[src/rtl/nscr_pkg.sv]
package nscr_pkg;
  typedef logic [14:0] lfsr_t;

  typedef enum logic [1:0] {
    MODE_FLAT  = 2'd0,
    MODE_CHUNK = 2'd1,
    MODE_ILV   = 2'd2,
    MODE_RSVD  = 2'd3
  } layout_e;

  function automatic lfsr_t lfsr_step(input lfsr_t s);
    return {s[0] ^ s[1], s[14:1]};
  endfunction

  function automatic lfsr_t lfsr_byte(input lfsr_t s);
    lfsr_t t;
    t = s;
    for (int i = 0; i < 8; i++) t = lfsr_step(t);
    return t;
  endfunction
endpackage

[src/rtl/nscr_locator.sv]
module nscr_locator #(
  parameter int PAGE_BYTES   = 512,
  parameter int SPARE_BYTES  = 80,
  parameter int CHUNK_BYTES  = 128,
  parameter int ECC_BYTES    = 12,
  parameter int PREPAD_BYTES = 4,
  parameter int COL_W        = 10,
  parameter int OFF_W        = 12
) (
  input  logic [COL_W-1:0] col_i,
  input  logic [1:0]       mode_i,
  output logic             sub_o,
  output logic [OFF_W-1:0] off_o,
  output logic [COL_W-1:0] left_o
);
  import nscr_pkg::*;

  localparam int TOTAL   = PAGE_BYTES + SPARE_BYTES;
  localparam int NCH     = PAGE_BYTES / CHUNK_BYTES;
  localparam int STRIDE  = ECC_BYTES + 4;
  localparam int SPAN    = CHUNK_BYTES + PREPAD_BYTES + ECC_BYTES;
  localparam int ECC_END = PAGE_BYTES + NCH * STRIDE;
  localparam int IL_END  = NCH * SPAN;

  int c_v, o_v, l_v;
  logic s_v;

  always_comb begin
    c_v = int'(col_i);
    s_v = 1'b0;
    o_v = c_v % 4096;
    l_v = TOTAL - c_v;
    case (layout_e'(mode_i))
      MODE_CHUNK: begin
        if (c_v < PAGE_BYTES) begin
          o_v = c_v % CHUNK_BYTES;
          l_v = CHUNK_BYTES - o_v;
        end else if (c_v < ECC_END) begin
          o_v = (c_v - PAGE_BYTES) % STRIDE;
          l_v = STRIDE - o_v;
          s_v = 1'b1;
        end
      end
      MODE_ILV: begin
        if (c_v < IL_END) begin
          o_v = c_v % SPAN;
          l_v = SPAN - o_v;
          if (o_v >= CHUNK_BYTES) begin
            o_v = o_v - CHUNK_BYTES;
            s_v = 1'b1;
          end
        end
      end
      default: ;
    endcase
    sub_o  = s_v;
    off_o  = OFF_W'(o_v);
    left_o = COL_W'(l_v);
  end
endmodule

[src/rtl/nscr_lfsr.sv]
module nscr_lfsr (
  input  logic              clk,
  input  logic              rst_n,
  input  logic              load_i,
  input  nscr_pkg::lfsr_t   load_val_i,
  input  logic              step1_i,
  input  logic              step8_i,
  output nscr_pkg::lfsr_t   state_o
);
  import nscr_pkg::*;

  lfsr_t state_q, state_d;

  always_comb begin
    state_d = state_q;
    if (load_i)       state_d = load_val_i;
    else if (step8_i) state_d = lfsr_byte(state_q);
    else if (step1_i) state_d = lfsr_step(state_q);
  end

  always_ff @(posedge clk or negedge rst_n) begin
    if (!rst_n) state_q <= '0;
    else        state_q <= state_d;
  end

  assign state_o = state_q;


  lfsr_hold_chk: assert property (@(posedge clk) disable iff (!rst_n)
    (!load_i && !step1_i && !step8_i) |=> $stable(state_q));


  lfsr_step_chk: assert property (@(posedge clk) disable iff (!rst_n)
    (step1_i && !load_i && !step8_i) |=> (state_q[13:0] == $past(state_q[14:1])));
endmodule

[src/rtl/nand_scrambler.sv]
module nand_scrambler #(
  parameter int PAGE_BYTES   = 512,
  parameter int SPARE_BYTES  = 80,
  parameter int CHUNK_BYTES  = 128,
  parameter int ECC_BYTES    = 12,
  parameter int PREPAD_BYTES = 4,
  parameter int PAGE_W       = 16,
  parameter int N_SEEDS      = 4,
  parameter logic [N_SEEDS-1:0][14:0] SEED_TAB =
    {15'h6F01, 15'h2C55, 15'h1D3B, 15'h4A80},
  localparam int TOTAL = PAGE_BYTES + SPARE_BYTES,
  localparam int COL_W = $clog2(TOTAL + 1)
) (
  input  logic              clk,
  input  logic              rst_n,
  input  logic              cfg_start_i,
  input  logic [PAGE_W-1:0] cfg_page_i,
  input  logic [COL_W-1:0]  cfg_col_i,
  input  logic [1:0]        cfg_mode_i,
  input  logic              cfg_en_i,
  output logic              busy_o,
  output logic [COL_W-1:0]  rem_o,
  input  logic              in_valid_i,
  output logic              in_ready_o,
  input  logic [7:0]        in_data_i,
  output logic              out_valid_o,
  input  logic              out_ready_i,
  output logic [7:0]        out_data_o
);
  import nscr_pkg::*;

  localparam int OFF_W  = 12;
  localparam int STEP_W = $clog2((CHUNK_BYTES + 4096) * 8 + 1);

  typedef enum logic [1:0] {ST_BYPASS, ST_SEEK, ST_RUN} st_e;

  // reset: asynchronous assert, synchronous release
  logic rst_meta_q, rst_sync_n;
  always_ff @(posedge clk or negedge rst_n) begin
    if (!rst_n) begin
      rst_meta_q <= 1'b0;
      rst_sync_n <= 1'b0;
    end else begin
      rst_meta_q <= 1'b1;
      rst_sync_n <= rst_meta_q;
    end
  end

  logic             loc_sub;
  logic [OFF_W-1:0] loc_off;
  logic [COL_W-1:0] loc_left;

  nscr_locator #(
    .PAGE_BYTES(PAGE_BYTES), .SPARE_BYTES(SPARE_BYTES),
    .CHUNK_BYTES(CHUNK_BYTES), .ECC_BYTES(ECC_BYTES),
    .PREPAD_BYTES(PREPAD_BYTES), .COL_W(COL_W), .OFF_W(OFF_W)
  ) i_loc (
    .col_i(cfg_col_i), .mode_i(cfg_mode_i),
    .sub_o(loc_sub), .off_o(loc_off), .left_o(loc_left)
  );

  lfsr_t page_seed;
  int    seed_idx;
  always_comb begin
    seed_idx  = int'(cfg_page_i % PAGE_W'(N_SEEDS));
    page_seed = SEED_TAB[0];
    for (int i = 0; i < N_SEEDS; i++)
      if (i == seed_idx) page_seed = SEED_TAB[i];
  end

  logic [STEP_W-1:0] seek_total;
  assign seek_total = STEP_W'(((loc_sub ? CHUNK_BYTES : 0) + int'(loc_off)) * 8);

  st_e               st_q, st_d;
  logic [STEP_W-1:0] steps_q, steps_d;
  logic [COL_W-1:0]  rem_q, rem_d;
  logic              ld, st1, st8;
  lfsr_t             lfsr_state;

  logic run_ok, fire;
  assign run_ok = (st_q == ST_RUN) && (rem_q != '0) && !cfg_start_i;
  assign fire   = run_ok && in_valid_i && out_ready_i;

  always_comb begin
    st_d    = st_q;
    steps_d = steps_q;
    rem_d   = rem_q;
    ld      = 1'b0;
    st1     = 1'b0;
    st8     = 1'b0;
    if (cfg_start_i) begin
      if (cfg_en_i) begin
        st_d    = ST_SEEK;
        steps_d = seek_total;
        rem_d   = loc_left;
        ld      = 1'b1;
      end else begin
        st_d  = ST_BYPASS;
        rem_d = '0;
      end
    end else begin
      case (st_q)
        ST_SEEK: begin
          if (steps_q == '0) st_d = ST_RUN;
          else begin
            steps_d = steps_q - 1'b1;
            st1     = 1'b1;
          end
        end
        ST_RUN: begin
          if (fire) begin
            rem_d = rem_q - 1'b1;
            st8   = 1'b1;
          end
        end
        default: ;
      endcase
    end
  end

  always_ff @(posedge clk or negedge rst_sync_n) begin
    if (!rst_sync_n) begin
      st_q    <= ST_BYPASS;
      steps_q <= '0;
      rem_q   <= '0;
    end else begin
      st_q    <= st_d;
      steps_q <= steps_d;
      rem_q   <= rem_d;
    end
  end

  nscr_lfsr i_lfsr (
    .clk(clk), .rst_n(rst_sync_n), .load_i(ld), .load_val_i(page_seed),
    .step1_i(st1), .step8_i(st8), .state_o(lfsr_state)
  );

  always_comb begin
    if (st_q == ST_BYPASS) begin
      out_valid_o = in_valid_i;
      in_ready_o  = out_ready_i;
      out_data_o  = in_data_i;
    end else begin
      out_valid_o = run_ok && in_valid_i;
      in_ready_o  = run_ok && out_ready_i;
      out_data_o  = in_data_i ^ lfsr_state[7:0];
    end
  end

  assign busy_o = (st_q == ST_SEEK);
  assign rem_o  = rem_q;


  busy_blocks_chk: assert property (@(posedge clk) disable iff (!rst_sync_n)
    busy_o |-> (!out_valid_o && !in_ready_o));


  seek_count_chk: assert property (@(posedge clk) disable iff (!rst_sync_n)
    (busy_o && steps_q != '0 && !cfg_start_i) |=> (steps_q == $past(steps_q) - 1'b1));


  rem_dec_chk: assert property (@(posedge clk) disable iff (!rst_sync_n)
    (fire && !cfg_start_i) |=> (rem_q == $past(rem_q) - 1'b1));


  no_fire_exhausted_chk: assert property (@(posedge clk) disable iff (!rst_sync_n)
    (st_q == ST_RUN && rem_q == '0) |-> (!out_valid_o && !in_ready_o));


  left_nonzero_chk: assert property (@(posedge clk) disable iff (!rst_sync_n)
    (cfg_start_i && cfg_en_i && int'(cfg_col_i) < TOTAL) |=> (rem_q != '0));
endmodule

[config.mk]
export PLATFORM = sky130hd
export DESIGN_NAME = nand_scrambler
export DESIGN_NICKNAME = d
export VERILOG_FILES = /design/src/rtl/nscr_pkg.sv /design/src/rtl/nscr_locator.sv /design/src/rtl/nscr_lfsr.sv /design/src/rtl/nand_scrambler.sv
export SDC_FILE = /design/constraint.sdc
export NUM_CORES = 1
export LEC_CHECK = 0
export CAP_MARGIN = 20
export CORE_ASPECT_RATIO = 0.9
export CORE_MARGIN = 5
export CORE_UTILIZATION = 50
export DETAILED_ROUTE_END_ITERATION = 16
export MAX_ROUTING_LAYER = met4
export PLACE_DENSITY = 0.75
export SYNTH_ARGS = -nofsm -noshare
export SYNTH_HDL_FRONTEND = slang
export SYNTH_SLANG_ARGS = --single-unit
[constraint.sdc]
create_clock -name clk -period 2.25 [get_ports clk]
set_input_delay 0.3375 -clock clk [delete_from_list [all_inputs] [get_ports clk]]
set_output_delay 0.3375 -clock clk [all_outputs]
set_load 0.05 [all_outputs]
==> results of run 1 <==
==> synthesized netlist by cell type (9+ instances only) <==
master / instances / share of area [%]
nor3_1: 23 / 2.8
a21o_1: 10 / 1.8
nand3_1: 12 / 1.5
nand2b_1: 14 / 2.1
a211oi_1: 11 / 2.0
o21ai_0: 25 / 3.0
a31oi_1: 12 / 1.8
xnor2_1: 19 / 4.0
dfrtp_1: 45 / 27
clkbuf_1: 15 / 1.4
a21oi_1: 35 / 4.2
nand2_1: 39 / 3.5
inv_1: 17 / 1.5
o211ai_1: 9 / 1.6
or3_1: 11 / 1.7
ha_1: 16 / 4.8
nor2_1: 55 / 5.0
==> critical path: stages <==
cell and delay (ns):
buf_8 0.10, nor3_4 0.19, inv_2 0.07, ha_4 0.26, nand2b_4 0.16, a22oi_2 0.17
o211ai_1 0.14, a2111oi_2 0.34, a41o_1 0.26, ha_1 0.29, a31oi_1 0.20, a41oi_2 0.10
ha_4 0.21, or3_1 0.34, a31o_1 0.18
==> cell families after synthesis <==
kind of cell,share of synthesized area (%)
simple gates,24.1
compound gates,30.4
buf+inv,5.44
flops,27.2
xor+xnor,5.71
fa+ha+maj,4.84
mux,2.27
other cells,0.0906
==> metal layers <==
metal  wire [um]  vias up  global-route usage [%]
met2        7270      285                    48.0
li1            -     2309                       -
met5           0        -                       -
met4         349        0                    6.47
met3        1480       38                    6.64
met1        6820     2425                    40.9
==> layout make-up <==
class,instances,area [um^2],share of cell area [%]
clock buffers,6,82.6,1.25
repair buffers,207,1880,28.5
clock inverters,2,37.5,0.570
inverters,20,80.1,1.22
well taps,99,124,1.88
flip-flops and latches,45,1130,17.2
multi-input cells,431,3250,49.4
==> state kept, by name, indices dropped and copies added, names as in the netlist <==
signal and count:
rem_o 10, rst_meta_q 1, rst_sync_n 1, st_q 2
i_lfsr.state_o 15, steps_q 16
==> final timing paths <==
check | depth (start not counted) | startpoint | end | slack, ns
hold / removal | 1 | rst_n | rst_sync_n | 0.18
setup reg to reg | 8 | steps_q[7] | steps_q[12] | -0.04
setup / recovery | 15 | cfg_col_i[7] | steps_q[12] | -0.90
max in group asynchronous | 1 | rst_sync_n | steps_q[12] | 1.45
min in group clk | 0 | rst_meta_q | rst_sync_n | 0.36
hold reg to reg | 0 | rst_sync_n | rem_o[6] | 0.27
==> metrics by stage <==
stage	cell area (um^2)	hold WS [ns]	setup WS (ns)
6_report	6590	0.184	-0.903
5_1_grt	6590	0.173	-0.967
4_1_cts	6270	0.178	-0.868
3_5_place_dp	5920	0.277	-1.61
3_3_place_gp	5920	0.267	-1.49
2_1_floorplan	4350	0.0419	-1.13
==> power groups by stage <==
| stage | Combinational [W] | Sequential [W] | Clock (W) |
|---|---|---|---|
| after floorplan | 0.000918 | 0.00122 | 0 |
| after global placement | 0.00167 | 0.00115 | 0 |
| after detailed placement | 0.00172 | 0.00117 | 0 |
| after CTS | 0.00181 | 0.00115 | 0.000670 |
| after global routing | 0.00207 | 0.00119 | 0.000712 |
| final | 0.00194 | 0.00117 | 0.000665 |
==> what timing repair did <==
| action | CTS | global route |
|---|---|---|
| pin swaps | 30 | 29 |
| gates resized for setup | 64 | 50 |
| cloned | 0 | 2 |
| buffers inserted | 13 | 11 |
| setup endpoints to repair | 27 | 30 |
==> impl_results.md, run 1 <==
* Worst-Skew Late Latency at ~0.31 ns
* Status: complete, but fails checks
* Sw power at roughly 0.0015 W
* Final TNS setup at -5.25 ns
* Clk root buf: clkbuf_8
* Post-route setup slack at -0.903 ns
* Row count at 31
* Initial Util at between 50% and 60%
* Minimum clock period after layout at 3.15 ns
* Total vias in the final route at between 5000 and 6000
* Vias/cell at about 6.2
* Net Count, Synth at between 500 and 600
* Crit path kind: in2reg
* Reg power frac at slightly above 30%
* Layout Nets at 768
* Share of cells above drive strength 1 at 39.8%
* VDD IR-drop max at between 0.4 and 0.5 mV
* Total GRT Usage at between 30% and 40%
* Clock skew at around 0.012 ns
* Routed len/inst at just under 20 um
* Post-synth EDFFs at 0
* IO buf count at 48
* Max transition margin at between 60% and 70%
* Fin util at about four fifths
* Switch share at 40.1%
* Ant diodes at 0
* Post-CTS Hold Fix Bufs at 0
* Post-synth ARST share at 100%
* Post-synthesis average cell area at about 7.9 um^2
* Post-DP HPWL at around 11000 um
* LEAKAGE at around 2.8 nW
* Die Footprint at between 10000 and 15000 um^2
* 1st-iter DRT viols at 457
* Initial DRT Pass Iterations at 5
* Final Hold Viols at 0
* Area Growth Syn to Fin at 59.2%
* Final period utilization at 140%
* Chip width at around 110 um
* Max clock buf depth at 2
* Cell Count, Final, Fillers Out at just over 800
* Total Routed Length at 15900 um
* Pin count of the biggest net entering global routing at 33
* Distinct cell type count after synthesis at between 70 and 80
* # DRC at 0
* F_max at 317 MHz
* Clock-pin slew on the worst setup and hold paths at 0.09 ns
* Sink Count at 45
* Routability Congestion at between 1 and 1.5
* Critical path arrival at around 3.3 ns
* CP Launch Type: primary input
* Commonest non-fill, non-tap cell in the layout: buf_4
* Failing checks: setup timing
* Worst setup EP type: flop
* Fillers at 500
* Slew @ Worst Pin at between 0.5 and 0.6 ns
* Max Cap Viol at 0
* Gr ovfl total at 0
* Placed insts at 778
* CTS H-tree lvls at 2
* Vias in the first global route at between 4000 and 5000
* Synth warnings at 0
* Endpoints failing setup at 16
* Power Internal at between 0.002 and 0.0025 W
* Most frequent cells in the layout: 140 x buf_4, 50 x nor2_1, 39 x dfrtp_1
* Overall Power at approximately 0.0038 W
* RSZ-0062 raised after global routing: yes
* CTS tree: yes
* Critical path fanouts, max at 4
* I/O pins at 63
* Initial antenna violation count at 0
* Slew Viols, Final at 0
* Die span in y at 96.3 um
* Cts bufs inserted at 5
* Worst hold path class: in2async
* Register area share after synthesis at between 20% and 30%
* Top FF cell, synth: dfrtp_1
* Flops & latches, synth at 45
* Clock Power Share at around 18%
* Pwr per Cell Area at ~570 nW/um^2
* Post-Syn Area at 4140 um^2
* Comb power frac at between 50% and 60%
* Routed Antenna Nets at 0
* First-pass GRT wire length at 24200 um
* Worst Path Required at about 2.4 ns
* Core footprint at 8070 um^2
* Post-Syn Instances at between 500 and 600
No activity file was read; power rests on OpenSTA's default activity.
==> inputs of run 2 (changes only) <==
Settings changed: CAP_MARGIN 20 to not set, PLACE_DENSITY 0.75 to not set, PLACE_DENSITY_LB_ADDON set to 0.15.
==> impl_results.md, run 2 (same netlist as run 1, synthesis figures left out) <==
* Status: complete, but fails checks
* Failing checks: setup timing
* Initial DRT Pass Iterations at 5
* DP Area at 5840 um^2
* Sink Count at 45
* F_max at roughly 320 MHz
* Routed Antenna Nets at 0
* # DRC at 0
* CTS tree: yes
* CP Launch Type: primary input
* First-pass GRT wire length at between 20000 and 25000 um
* Ant diodes at 0
* Max reg flops at 16
* Cell Count, Final, Fillers Out at between 800 and 900
* Overall Power at 0.00403 W
* Final Cell Area at 6820 um^2
* VDD IR-drop max at about 0.39 mV
* CP bufs+invs at 4
* I/O pins at between 60 and 70
* Worst-Skew Late Latency at 0.32 ns
* Critical path fanouts, max at 3
* Worst hold path class: in2async
* Total vias in the final route at around 5300
* Slew @ Worst Pin at 0.668 ns
* Cell Chain, Critical Path: buf_8 > nor3_4 > inv_2 > ha_4 > buf_4 > o21a_1 > a211o_1 > a21o_1 > a41o_1 > clkinv_2 > nand3_2 > o21bai_1 > a21oi_1 > ha_2 > ha_4 > or3_1 > a31o_1
* RSZ-0062 raised after global routing: yes
* Worst setup EP type: flop
* Clock skew at approximately 0.020 ns
* Biggest register: steps_q
* Crit path kind: in2reg
* Post-route setup slack at -0.849 ns
* Pwr per Cell Area at 591 nW/um^2
* Top cell by count, worst path: ha_4
* Post-DP HPWL at 11700 um
* Final Hold Viols at 0
* Die Footprint at 10200 um^2
* Clk root buf: clkbuf_8
* Row count at 31
* Worst hold margin at ~0.18 ns
* Core footprint at between 8000 and 9000 um^2
* IO buf count at 48
* Slowest cell on the critical path: or3_1
* 1st-iter DRT viols at roughly 700
* CTS H-tree lvls at 2
* Most frequent cells in the layout: 135 x buf_4, 48 x nor2_1, 39 x dfrtp_1
* Commonest non-fill, non-tap cell in the layout: buf_4
* Placed insts at 768
* Max clock buf depth at 2
* Cts bufs inserted at 5
* Pin count of the biggest net entering global routing at 33
* LEAKAGE at roughly 2.9 nW
* Layout Nets at between 700 and 800
* Die span in y at a little under 100 um
* Chip width at 106 um
* Routability Congestion at approximately 0.95
* Endpoints failing setup at 29
* Max Cap Viol at 0
* Vias in the first global route at roughly 4900
* Max transition margin at 55.5%
* Total GRT Usage at between 30% and 40%
* Worst path top cell family by delay: compound AO/OA/AOI/OAI gates
* Initial antenna violation count at 0
* Worst Path Required at approximately 2.5 ns
* Final TNS setup at -7.01 ns
* Minimum clock period after layout at around 3.1 ns
* Area Growth Syn to Fin at 64.9%
* Routed len/inst at around 22 um
* Vias/cell at approximately 6.5
* Critical path arrival at ~3.3 ns
* Total Routed Length at approximately 18000 um
* Final period utilization at 138%
* Largest stage delay on the critical path at between 0.3 and 0.4 ns
* Slew Viols, Final at 0
* Share of cells above drive strength 1 at 42.1%
* Gr ovfl total at 0
* Initial Util at roughly 50%
* Clock-pin slew on the worst setup and hold paths at roughly 0.09 ns
==> run 2: changes by cell type in the layout (fill, tap and decap cells not counted), moves of 4 or more <==
| cell | change |
|---|---|
| a211oi_2 | +4 |
| a21oi_2 | +4 |
| buf_4 | -5 |
| o21ai_2 | +4 |
| a211oi_1 | -4 |
| a21oi_1 | -6 |
==> run 2: final timing paths <==
path | from | endpoint | slack (ns) | depth (start not counted)
min in group clk | rst_meta_q | rst_sync_n | 0.37 | 0
worst max-delay path | cfg_col_i[7] | steps_q[12] | -0.85 | 17
worst max register to register | rem_o[5] | i_lfsr.state_o[5] | -0.17 | 10
worst min register to register | rst_sync_n | i_lfsr.state_o[13] | 0.30 | 0
max in group asynchronous | rst_sync_n | i_lfsr.state_o[9] | 1.33 | 1
worst min-delay path | rst_n | rst_sync_n | 0.18 | 1
==> run 2: layout make-up <==
cell class | count | area, um^2
multi-input cells | 431 | 3410
repair buffers | 208 | 1940
clock inverters | 3 | 68.8
flip-flops and latches | 45 | 1130
well taps | 99 | 124
clock buffers | 5 | 68.8
fillers | 441 | 1240
inverters | 20 | 76.3
==> run 2: per-layer routing <==
metal	wire length (um)	track usage, %	share of wire, %
met1	7210	41.7	40
met4	636	10.2	3.5
met3	1780	4.69	9.9
met5	0	-	0
met2	8350	51.1	46
==> run 2: stage by stage <==
stage	setup WS, ns	util [%]
2_1_floorplan	-1.13	-
3_3_place_gp	-1.50	72.3
3_5_place_dp	-1.60	72.3
4_1_cts	-0.840	77.8
5_1_grt	-0.977	84.6
6_report	-0.849	84.6
==> run 2: where the power goes <==
part | total [W] | internal (W) | switching [W]
combinational | 0.00208 | 0.000990 | 0.00109
clock | 0.000764 | 0.000448 | 0.000316
sequential | 0.00119 | 0.000969 | 0.000218
total | 0.00403 | 0.00241 | 0.00163
==> run 2: repair_timing <==
action                     4_1_cts  5_1_grt
setup buffers                   16       14
resized for setup               64       78
cloned                           0        5
hold buffers                     0        0
setup endpoints to repair       35       37
pin swaps                       33       49
==> inputs of run 3 (changes only) <==
Settings changed: SLEW_MARGIN set to 20.
==> results of run 3 <==
Final layout, timing and power as in run 2 (identical DEF).
